[src/rtl/e1ts0_pkg.sv]
package e1ts0_pkg;

    localparam int SLOT_BITS  = 8;
    localparam int USER_W     = 6;
    localparam int IDX_W      = $clog2(SLOT_BITS);

    // fixed tail of the alignment word, bit 2 first
    localparam logic [SLOT_BITS-2:0] ALIGN_TAIL = 7'b0011011;

    typedef struct packed {
        logic                   spare;
        logic [SLOT_BITS-2:0]   tail;
    } ts0_word_t;

    function automatic ts0_word_t build_word(
        input logic              is_align,
        input logic              spare,
        input logic [USER_W-1:0] user
    );
        ts0_word_t w;
        w.spare = spare;
        if (is_align) w.tail = ALIGN_TAIL;
        else          w.tail = {1'b1, user};
        return w;
    endfunction

endpackage

[src/rtl/e1ts0_timer.sv]
module e1ts0_timer #(
    parameter int FRAME_BITS = 256,
    localparam int CNT_W     = $clog2(FRAME_BITS)
) (
    input  logic             clk,
    input  logic             rst,
    input  logic             frame_start,
    output logic             frame_open,
    output logic             locked,
    output logic [CNT_W-1:0] bit_pos
);
    localparam logic [CNT_W-1:0] LAST_POS = CNT_W'(FRAME_BITS - 1);

    always_comb begin
        frame_open = frame_start || (locked && (bit_pos == LAST_POS));
    end

    always_ff @(posedge clk) begin
        if (rst) begin
            locked  <= 1'b0;
            bit_pos <= '0;
        end else if (frame_open) begin
            locked  <= 1'b1;
            bit_pos <= '0;
        end else if (locked) begin
            bit_pos <= bit_pos + 1'b1;
        end
    end
endmodule

[src/rtl/e1ts0_word_reg.sv]
module e1ts0_word_reg
    import e1ts0_pkg::*;
(
    input  logic              clk,
    input  logic              rst,
    input  logic              frame_open,
    input  logic              spare_bit,
    input  logic [USER_W-1:0] user_bits,
    output logic              is_align,
    output ts0_word_t         word
);
    always_ff @(posedge clk) begin
        if (rst) begin
            is_align <= 1'b0;
            word     <= '0;
        end else if (frame_open) begin
            is_align <= !is_align;
            word     <= build_word(!is_align, spare_bit, user_bits);
        end
    end
endmodule

[src/rtl/e1ts0_serializer.sv]
module e1ts0_serializer
    import e1ts0_pkg::*;
#(
    parameter int CNT_W = 8
) (
    input  logic             locked,
    input  logic [CNT_W-1:0] bit_pos,
    input  ts0_word_t        word,
    output logic             ts0_mark,
    output logic             ts0_data
);
    logic [SLOT_BITS-1:0] flat;
    logic [IDX_W-1:0]     idx;

    always_comb begin
        flat     = word;
        idx      = bit_pos[IDX_W-1:0];
        ts0_mark = locked && (bit_pos[CNT_W-1:IDX_W] == '0);
        ts0_data = ts0_mark && flat[(SLOT_BITS-1) - int'(idx)];
    end
endmodule

[src/rtl/e1_ts0_gen.sv]
module e1_ts0_gen
    import e1ts0_pkg::*;
#(
    parameter int SLOT_COUNT = 32,
    localparam int FRAME_BITS = SLOT_COUNT * SLOT_BITS,
    localparam int CNT_W      = $clog2(FRAME_BITS)
) (
    input  logic              clk,
    input  logic              rst,
    input  logic              frame_start,
    input  logic [USER_W-1:0] user_bits,
    input  logic              spare_bit,
    output logic              ts0_data,
    output logic              ts0_mark,
    output logic              sync_frame
);
    logic             frame_open;
    logic             locked;
    logic [CNT_W-1:0] bit_pos;
    ts0_word_t        word;

    e1ts0_timer #(.FRAME_BITS(FRAME_BITS)) u_timer (
        .clk        (clk),
        .rst        (rst),
        .frame_start(frame_start),
        .frame_open (frame_open),
        .locked     (locked),
        .bit_pos    (bit_pos)
    );

    e1ts0_word_reg u_word (
        .clk       (clk),
        .rst       (rst),
        .frame_open(frame_open),
        .spare_bit (spare_bit),
        .user_bits (user_bits),
        .is_align  (sync_frame),
        .word      (word)
    );

    e1ts0_serializer #(.CNT_W(CNT_W)) u_ser (
        .locked  (locked),
        .bit_pos (bit_pos),
        .word    (word),
        .ts0_mark(ts0_mark),
        .ts0_data(ts0_data)
    );
endmodule

[config.mk]
export PLATFORM = sky130hd
export DESIGN_NAME = e1_ts0_gen
export DESIGN_NICKNAME = d
export VERILOG_FILES = /design/src/rtl/e1ts0_pkg.sv /design/src/rtl/e1ts0_timer.sv /design/src/rtl/e1ts0_word_reg.sv /design/src/rtl/e1ts0_serializer.sv /design/src/rtl/e1_ts0_gen.sv
export SDC_FILE = /design/constraint.sdc
export NUM_CORES = 1
export LEC_CHECK = 0
export ABC_AREA = 1
export BUFFER_PORTS_ARGS = -buffer_cell sky130_fd_sc_hd__clkbuf_2
export CAP_MARGIN = 20
export CORE_UTILIZATION = 40
export DETAILED_ROUTE_END_ITERATION = 10
export GPL_ROUTABILITY_DRIVEN = 0
export PLACE_DENSITY = 0.57
export SETUP_SLACK_MARGIN = 0.02
export SLEW_MARGIN = 15
export SYNTH_ARGS = -nofsm -noshare
export SYNTH_HDL_FRONTEND = slang
export SYNTH_SLANG_ARGS = --single-unit
[constraint.sdc]
create_clock -name clk -period 1.15 [get_ports clk]
set_input_delay 0 -clock clk [delete_from_list [all_inputs] [get_ports clk]]
set_output_delay 0 -clock clk [all_outputs]
set_load 0.02 [all_outputs]
Yosys cells after proc, flatten, opt, wreduce, memory -nomap -nowiden
Index checks and enable logic that the tools add are counted.

word-level totals
  output and inout bits = 3
  word-level logic and storage cells = 20
  input bits = 10
  flip-flop bits (word level) = 18

operators by class
  muxes and demuxes = 4
  add/subtract/negate cells = 2
  equal/unequal tests = 1
  order comparisons = 1
  reductions and logical operators = 7

operators with widths
  cell                 count
  $lt 32x5->1 const B  1
  $add 8x1->8 const B  1
  $eq 8x8->1 const B   1
  $mux 7               1
  $logic_not 5->1      1
  $sub 3x3->4 const A  1
  $bmux 1 s3           1
  $logic_and 1x1->1    3
  $mux 1               2
  $reduce_or 2->1      1
  $logic_not 1->1      1
  $logic_or 1x1->1     1

Depth between registers and ports, before layout
Gate-level depths: netlist (run 1).

  depth after elaboration = 5
  depth in mapped cells = 8
  mapped depth without buffers = 8

Modules after synthesis
From an unflattened synthesis (run 1), not the netlist that was laid out.

second synthesis, totals
  cells, all modules = 122
  area total of the unflattened synthesis = 922.1 sq um

modules (own cells, without submodules)
  module            cells each  area an instance (sq um)  sequential area each (sq um)  times used
  e1ts0_timer       55          457.9                     180.2                         1
  e1ts0_word_reg    39          339.1                     180.2                         1
  e1ts0_serializer  28          125.1                     0.0                           1

Worst setup path before layout (run 1)
Ideal clock, no wire load.

  kind = flip-flop to output port
  start = reg u_timer.locked
  end = out ts0_data
  slack = -0.346 ns
  data arrival time = 1.496 ns
  required time = 1.150 ns
  path buffers = 1
  stages on the path, launching flop included = 8
  cell sequence = dfxtp_1 buf_4 inv_2 nor2_1 nand2_1 nor3_1 nand2_1 nor2_1

on the way
  word-level cells in the longest chain between the ends = 2

ends and longest elaborated chain
  what                    line                    RTL
  from (decl)             e1ts0_timer.sv:9        output logic locked,
  from (signal assigned)  e1ts0_timer.sv:20       locked <= 1'b0;
  from (signal assigned)  e1ts0_timer.sv:23       locked <= 1'b1;
  $logic_and 1x1->1       e1ts0_serializer.sv:18  ts0_mark = locked && (bit_pos[CNT_W-1:IDX_W] == '0);
  net ts0_mark            e1_ts0_gen.sv:14        output logic ts0_mark,
  $logic_and 1x1->1       e1ts0_serializer.sv:19  ts0_data = ts0_mark && flat[(SLOT_BITS-1) - int'(idx)];
  to (decl)               e1_ts0_gen.sv:13        output logic ts0_data,

The timed path passes the listed nets, and every way through them passes these cells.

Final worst setup path (run 1)
  start = reg u_timer.locked
  end = out ts0_data

on the way
  word-level cells in the longest chain between the ends = 2

ends and longest elaborated chain
  what               line
  $logic_and 1x1->1  e1ts0_serializer.sv:18
  $logic_and 1x1->1  e1ts0_serializer.sv:19

Every way passes these cells.

==> results of run 1 <==
Yosys cell counts:
| master | number | share of area, % |
|---|---|---|
| xor2_1 | 4 | 3.6 |
| nor3_1 | 1 | 0.52 |
| nand2_2 | 3 | 1.9 |
| a21oi_1 | 3 | 1.6 |
| dfxtp_1 | 18 | 37 |
| ha_1 | 1 | 1.3 |
| nand2_8 | 2 | 4.1 |
| inv_6 | 1 | 0.91 |
| nor2_2 | 13 | 8.4 |
| nor2_1 | 21 | 8.2 |
| nor2_4 | 1 | 1.2 |
| or2_2 | 3 | 1.9 |
| buf_2 | 1 | 0.52 |
| nand3_1 | 6 | 3.1 |
| a21oi_2 | 1 | 0.91 |
| nand2_1 | 25 | 9.7 |
| inv_1 | 4 | 1.6 |
| nand3_4 | 1 | 1.8 |
| nand3b_1 | 5 | 3.9 |
| buf_4 | 1 | 0.78 |
| inv_2 | 8 | 3.1 |
| o21ai_0 | 2 | 1.0 |
| xnor2_1 | 3 | 2.7 |
sequential cells by signal (all words and copies together) (netlist names):
| signal | cells |
|---|---|
| u_timer.bit_pos | 8 |
| u_word.word | 8 |
| u_word.is_align | 1 |
| u_timer.locked | 1 |
power by group through the flow:
| stage | sequential, mW | combinational [mW] | clock (mW) |
|---|---|---|---|
| 2_1_floorplan | 0.680 | 0.135 | 0 |
| 6_report | 0.665 | 0.243 | 0.402 |
| 3_3_place_gp | 0.685 | 0.184 | 0 |
| 4_1_cts | 0.666 | 0.231 | 0.416 |
| 3_5_place_dp | 0.684 | 0.186 | 0 |
| 5_1_grt | 0.668 | 0.266 | 0.447 |
routing by layer:
metal | vias to the layer above | wire [µm]
met4 | 0 | 45
met3 | 5 | 62
li1 | 467 | -
met2 | 17 | 972
met1 | 374 | 1050
met5 | - | 0
cell families (layout without fill, tap and decap cells):
| family | after synthesis | after routing |
|---|---|---|
| AND/OR/NAND/NOR | 81 | 81 |
| flip-flops | 18 | 18 |
| buffers and inverters | 15 | 51 |
| XOR/XNOR | 7 | 7 |
| AO/OA/AOI/OAI | 6 | 6 |
| adder cells (fa/ha/maj) | 1 | 1 |
worst paths after layout:
path	from	cells past startpoint	slack, ns	end
setup / recovery	u_timer.locked$_SDFFE_PP0P_	7	-0.24	ts0_data
hold / removal	user_bits[4]	4	0.008	u_word.word[4]$_SDFFE_PP0P_
setup reg to reg	u_timer.bit_pos[0]$_SDFFE_PP0P_	9	-0.16	u_timer.bit_pos[1]$_SDFFE_PP0P_
hold reg to reg	u_word.word[0]$_SDFFE_PP0P_	2	0.52	u_word.word[0]$_SDFFE_PP0P_
through the flow:
step	std cells	total power [mW]
4_1_cts	191	1.31
6_report	192	1.31
3_5_place_dp	176	0.870
2_1_floorplan	128	0.815
3_3_place_gp	176	0.869
5_1_grt	192	1.38
critical path: cells and delay by family (launching register included):
| kind | cells | cell delay [ns] |
|---|---|---|
| AND/OR/NAND/NOR | 5 | 0.57 |
| flip-flops | 1 | 0.36 |
| buffers and inverters | 2 | 0.15 |
repair_timing:
item                                    4_1_cts  5_1_grt
pin swaps                                     8       10
gates resized for setup                      20       13
buffers inserted                              9        2
hold buffers                                  2        0
endpoints found under the hold margin         3        0
endpoints found under the setup margin       19       19
layout make-up:
type,count,area [µm²],share of cell area (%)
inverters,13,61.3,4.36
repair buffers,34,265,18.9
flip-flops and latches,18,372,26.4
well taps,28,35.0,2.49
multi-input cells,95,636,45.2
clock buffers,4,36.3,2.58
==> impl_metrics.json, run 1 <==
{
  "status": "complete, but fails checks",
  "violations": "setup timing",
  "cp_data_arrival_time_ns": 1.39,
  "synthSimpleGateAreaFrac_pct": 44.8,
  "final_common_cell": "nand2_1",
  "antenna_left": 0,
  "switching_share_pct": 27.2,
  "endpoint_kind": "output pin",
  "nFillCells": 207,
  "setup_viol": 19,
  "clk_pin_slew_ns": 0.11,
  "grt_overflow": 0,
  "grt_max_degree": 11,
  "skew_ns": 0.00680,
  "busiest_layer": "met2",
  "gr-usage-met1_pct": 25.3,
  "hold_slack_ns": 0.00848,
  "cts_tree": "done",
  "relSlewSlack_pct": 81.3,
  "root_buffer": "clkbuf_4",
  "grt_pass1_vias": 773,
  "fmax_mhz": 721,
  "seq_area_frac_synth_pct": 37.3,
  "path_class": "register to output pin",
  "path_common_cell": "nand2_2",
  "mostFrequentLayoutCells": "nand2_1, nor2_1, buf_4",
  "wire_per_inst_um": 11.1,
  "detail_route.drc_violations": 0,
  "hpwl_um": 1550,
  "stdcell_area_mm2": 0.00141,
  "utilization_pct": 62.3,
  "rows": 17,
  "synth_compound_area_share_pct": 3.49,
  "p_clk_share_pct": 30.7,
  "netSwitchingPower_mw": 0.357,
  "dr.pass1.iters": 8,
  "slowest_stage": "dfxtp_4",
  "chipHeight_um": 51.2,
  "core_mm2": 0.00225,
  "die_area_mm2": 0.00262,
  "cts_buffer_depth": 2,
  "vias": 863,
  "grt_use_total_pct": 19.1,
  "period_minus_slack_ns": 1.39,
  "synthXorXnorAreaFrac_pct": 6.34,
  "powerDensity_mw_per_mm2": 932,
  "syn-num-nets": 139,
  "numCtsBuffers": 3,
  "initial_core_util_pct": 42.9,
  "setup_ws_ns": -0.237,
  "worst_ir_drop_vdd_uv": 648,
  "p_seq_share_pct": 50.7,
  "cap_violations": 0,
  "yosysWarnings": 0,
  "syn_inst": 128,
  "nets": 176,
  "port_buffers": 12,
  "tightest_slew_ns": 0.279,
  "clock_sinks": 18,
  "placed_cell_area_mm2": 0.00117,
  "fin_setup_tns_ns": -2.60,
  "routed_via_density": 4.49,
  "synth_top_family_by_area": "simple AND/OR/NAND/NOR gates",
  "path_cells": "inv_2 -> nor2_2 -> nand2_2 -> nor3_4 -> nand2_2 -> nor2_4 -> buf_8",
  "p_int_mw": 0.953,
  "pre_cts_slack_ns": -0.0405,
  "totalWireLength_um": 2130,
  "required_ns": 1.15,
  "ys_ff_latch": 18,
  "use_met2_pct": 29.2,
  "synthAdderAreaFrac_pct": 1.29,
  "netlist_area_um2": 967,
  "cpPeakStageDelay_ns": 0.36,
  "synthMuxAreaShare_pct": 0,
  "fp.dieW_um": 51.2,
  "grtUsageMet3_pct": 2.68,
  "hp-class": "input port to register",
  "drt-initial-drc-count": 12,
  "crit_fanout": 2,
  "fin_crit_sh_pct": 121,
  "synth_area_per_cell_um2": 7.56,
  "leakage_nw": 0.608,
  "grt_pass1_wl_um": 3540,
  "antenna_found_initial": 0,
  "hold_violations": 0,
  "diodes": 0,
  "slew_violations": 0,
  "pin_count": 13,
  "clock_latency_ns": 0.30,
  "drive_gt1_share_pct": 53.7,
  "htreeDepth": 1,
  "synth.distinct_cells": 23,
  "p_comb_share_pct": 18.5,
  "syn2layout_area_growth_pct": 45.3,
  "startpoint_type": "register",
  "rsz0062_at_grt": "yes"
}
Power figures use the tool's default switching activity.
==> inputs of run 2 (changes only) <==
- PLACE_DENSITY: 0.57 -> 0.55
- SYNTH_HIERARCHICAL: unset -> 1
- clock period: 1.15 -> 1.66 ns (I/O delays scaled with it)
==> run 2 against run 1 <==
Net effect:
- total power is 40% lower
- largest cell class unchanged
- combinational power is 52% lower
- critical path type is now register to register
- non-clock buffer count is 8 lower
- setup slack better by 0.47 ns
- sequential share of layout area is 4.9 points higher
- cell count is 7.8% lower
- register-to-register slack better by 0.39 ns
- critical path depth is 1 higher
- hold slack better by 0.47 ns
- clock-buffer cell count is 1 lower
- die area is 4.5% lower
- the flow now finishes without violations
==> impl_metrics.json, run 2 <==
{
  "antenna_found_initial": 0,
  "slew_violations": 0,
  "hold_depth": 2,
  "synth.distinct_cells": 26,
  "die_area_mm2": 0.00250,
  "async_flop_share_pct": 0,
  "relSlewSlack_pct": 84.8,
  "core_mm2": 0.00219,
  "synthTopCellsByArea": "dfxtp_1, nand2_1, nor2_1",
  "ys_ff_latch": 18,
  "endpoint_kind": "register",
  "yosysWarnings": 6,
  "mostFrequentLayoutCells": "nand2_1, nor2_1, dfxtp_1",
  "synth_area_per_cell_um2": 7.56,
  "yosysTopAreaCell": "dfxtp_1",
  "period_minus_slack_ns": 1.43,
  "synth_top_area_share_pct": 39.1,
  "grt_pass1_wl_um": 3240,
  "clock_sinks": 18,
  "numCtsBuffers": 3,
  "tightest_slew_ns": 0.227,
  "syn_inst": 122,
  "fp.dieW_um": 50.0,
  "powerDensity_mw_per_mm2": 682,
  "seq_area_frac_synth_pct": 39.1,
  "grt_max_degree": 11,
  "synth_most_common_cell": "nand2_1",
  "syn2layout_area_growth_pct": 24.7,
  "pin_count": 13,
  "diodes": 0,
  "routed_via_density": 4.53,
  "cp_data_arrival_time_ns": 1.61,
  "nets": 162,
  "dr.pass1.iters": 4,
  "rsz0062_at_grt": "no",
  "synth_edf_count": 0,
  "skew_ns": 0.00252,
  "power_mw": 0.784,
  "totalWireLength_um": 1720,
  "fmax_mhz": 700,
  "cts_tree": "done",
  "initial_core_util_pct": 42.1,
  "grt_pass1_vias": 755,
  "startpoint_type": "register",
  "clk_pin_slew_ns": 0.10,
  "fin_setup_tns_ns": 0,
  "status": "complete, no violations",
  "vias": 801,
  "hpwl_um": 1330,
  "port_buffers": 12,
  "netlist_top_cells_count": "nand2_1, nor2_1, dfxtp_1, inv_1",
  "final_common_cell": "nand2_1",
  "worst_ir_drop_vdd_uv": 458,
  "netlist_area_um2": 922,
  "clock_latency_ns": 0.28,
  "detail_route.drc_violations": 0,
  "path_class": "register to register",
  "drt-initial-drc-count": 10,
  "drive_gt1_share_pct": 25.5,
  "rows": 17,
  "cap_violations": 0,
  "root_buffer": "clkbuf_4",
  "cts_buffer_depth": 2,
  "chipHeight_um": 50.0,
  "htreeDepth": 1,
  "hp-class": "register to register",
  "grt_overflow": 0,
  "cts_setup_buffers": 0,
  "worstRegToRegCells": 8,
  "reg_top3": "u_timer/bit_pos: 8 flops, u_word/word: 8 flops",
  "synth_ff_type": "dfxtp_1",
  "setup_viol": 0,
  "required_ns": 1.84,
  "fin_crit_sh_pct": 86.1,
  "grt_use_total_pct": 17.1,
  "hold_violations": 0,
  "antenna_left": 0,
  "syn-num-nets": 133,
  "crit_fanout": 10,
  "wire_per_inst_um": 9.71,
  "leakage_nw": 0.501
}
[run 2: cell count changes after synthesis, sizes merged, moves of 2 or more]
cell / previous run / this run
xor2: 4 / 1
nand2: 30 / 28
nor2: 35 / 27
nand3b: 5 / 3
o21ai: 2 / 7
a21oi: 4 / 7
or2: 3 / 1
[run 2: final timing paths]
check / from / end / slack, ns
min reg2reg: u_word/word[2]$_SDFFE_PP0P_ / u_word/word[2]$_SDFFE_PP0P_ / 0.48
min: u_word/word[2]$_SDFFE_PP0P_ / u_word/word[2]$_SDFFE_PP0P_ / 0.48
max: u_timer/bit_pos[1]$_SDFFE_PP0P_ / u_word/word[0]$_SDFFE_PP0P_ / 0.23
max reg2reg: u_timer/bit_pos[1]$_SDFFE_PP0P_ / u_word/word[0]$_SDFFE_PP0P_ / 0.23
[run 2: layer usage]
metal | vias to the layer above | track usage [%] | share of wire, %
li1 | 437 | - | -
met1 | 352 | 22.4 | 51
met2 | 10 | 27.6 | 46
met3 | 2 | 3.70 | 2.2
met4 | 0 | 5.71 | 0.93
met5 | - | 0 | 0
[run 2: what timing repair did]
item,in CTS,in global routing
setup endpoints to repair,0,8
resized for setup,0,1
hold endpoints to repair,9,0
hold buffers,10,0
[run 2: worst max-delay path, cell delays in order, from the launching register on]
cell and delay, ns:
dfxtp_1 0.34, ha_1 0.19, nand2_4 0.07, nor2_4 0.13, nand3_2 0.12, nand2_2 0.21
nand2_4 0.12, nor2_2 0.10, nor2_1 0.05
[run 2: kinds of logic (layout without fill, tap and decap cells)]
group           after synthesis  after routing  synth area share [%]
simple gates                 69             69                  38.8
flops                        18             18                  39.1
buf+inv                      16             43                  8.41
compound gates               14             14                  8.41
xor+xnor                      3              3                  2.85
fa+ha+maj                     1              1                  1.36
mux                           1              1                  1.09
[run 2: area by class of cell]
| type | instances | area, µm² |
|---|---|---|
| fillers | 229 | 1040 |
| multi-input cells | 88 | 487 |
| flip-flops and latches | 18 | 360 |
| repair buffers | 26 | 190 |
| inverters | 14 | 55.1 |
| well taps | 28 | 35.0 |
| clock buffers | 3 | 22.5 |
[run 2: power by group]
group / internal [mW] / switching [mW]
combinational: 0.0556 / 0.0605
clock: 0.0840 / 0.124
sequential: 0.449 / 0.0116
[run 2: through the flow]
| stage | hold slack [ns] | utilization, % | instances | worst slack, ns | instance area, µm² |
|---|---|---|---|---|---|
| floorplan | 0.0624 | - | 122 | 0.163 | 922 |
| global placement | 0.233 | 46.8 | 164 | 0.117 | 1020 |
| detailed placement | 0.232 | 46.8 | 164 | 0.0749 | 1020 |
| CTS | 0.473 | 52.4 | 177 | 0.0584 | 1150 |
| global route | 0.480 | 52.5 | 177 | 0.0865 | 1150 |
| finish | 0.477 | 52.5 | 177 | 0.231 | 1150 |
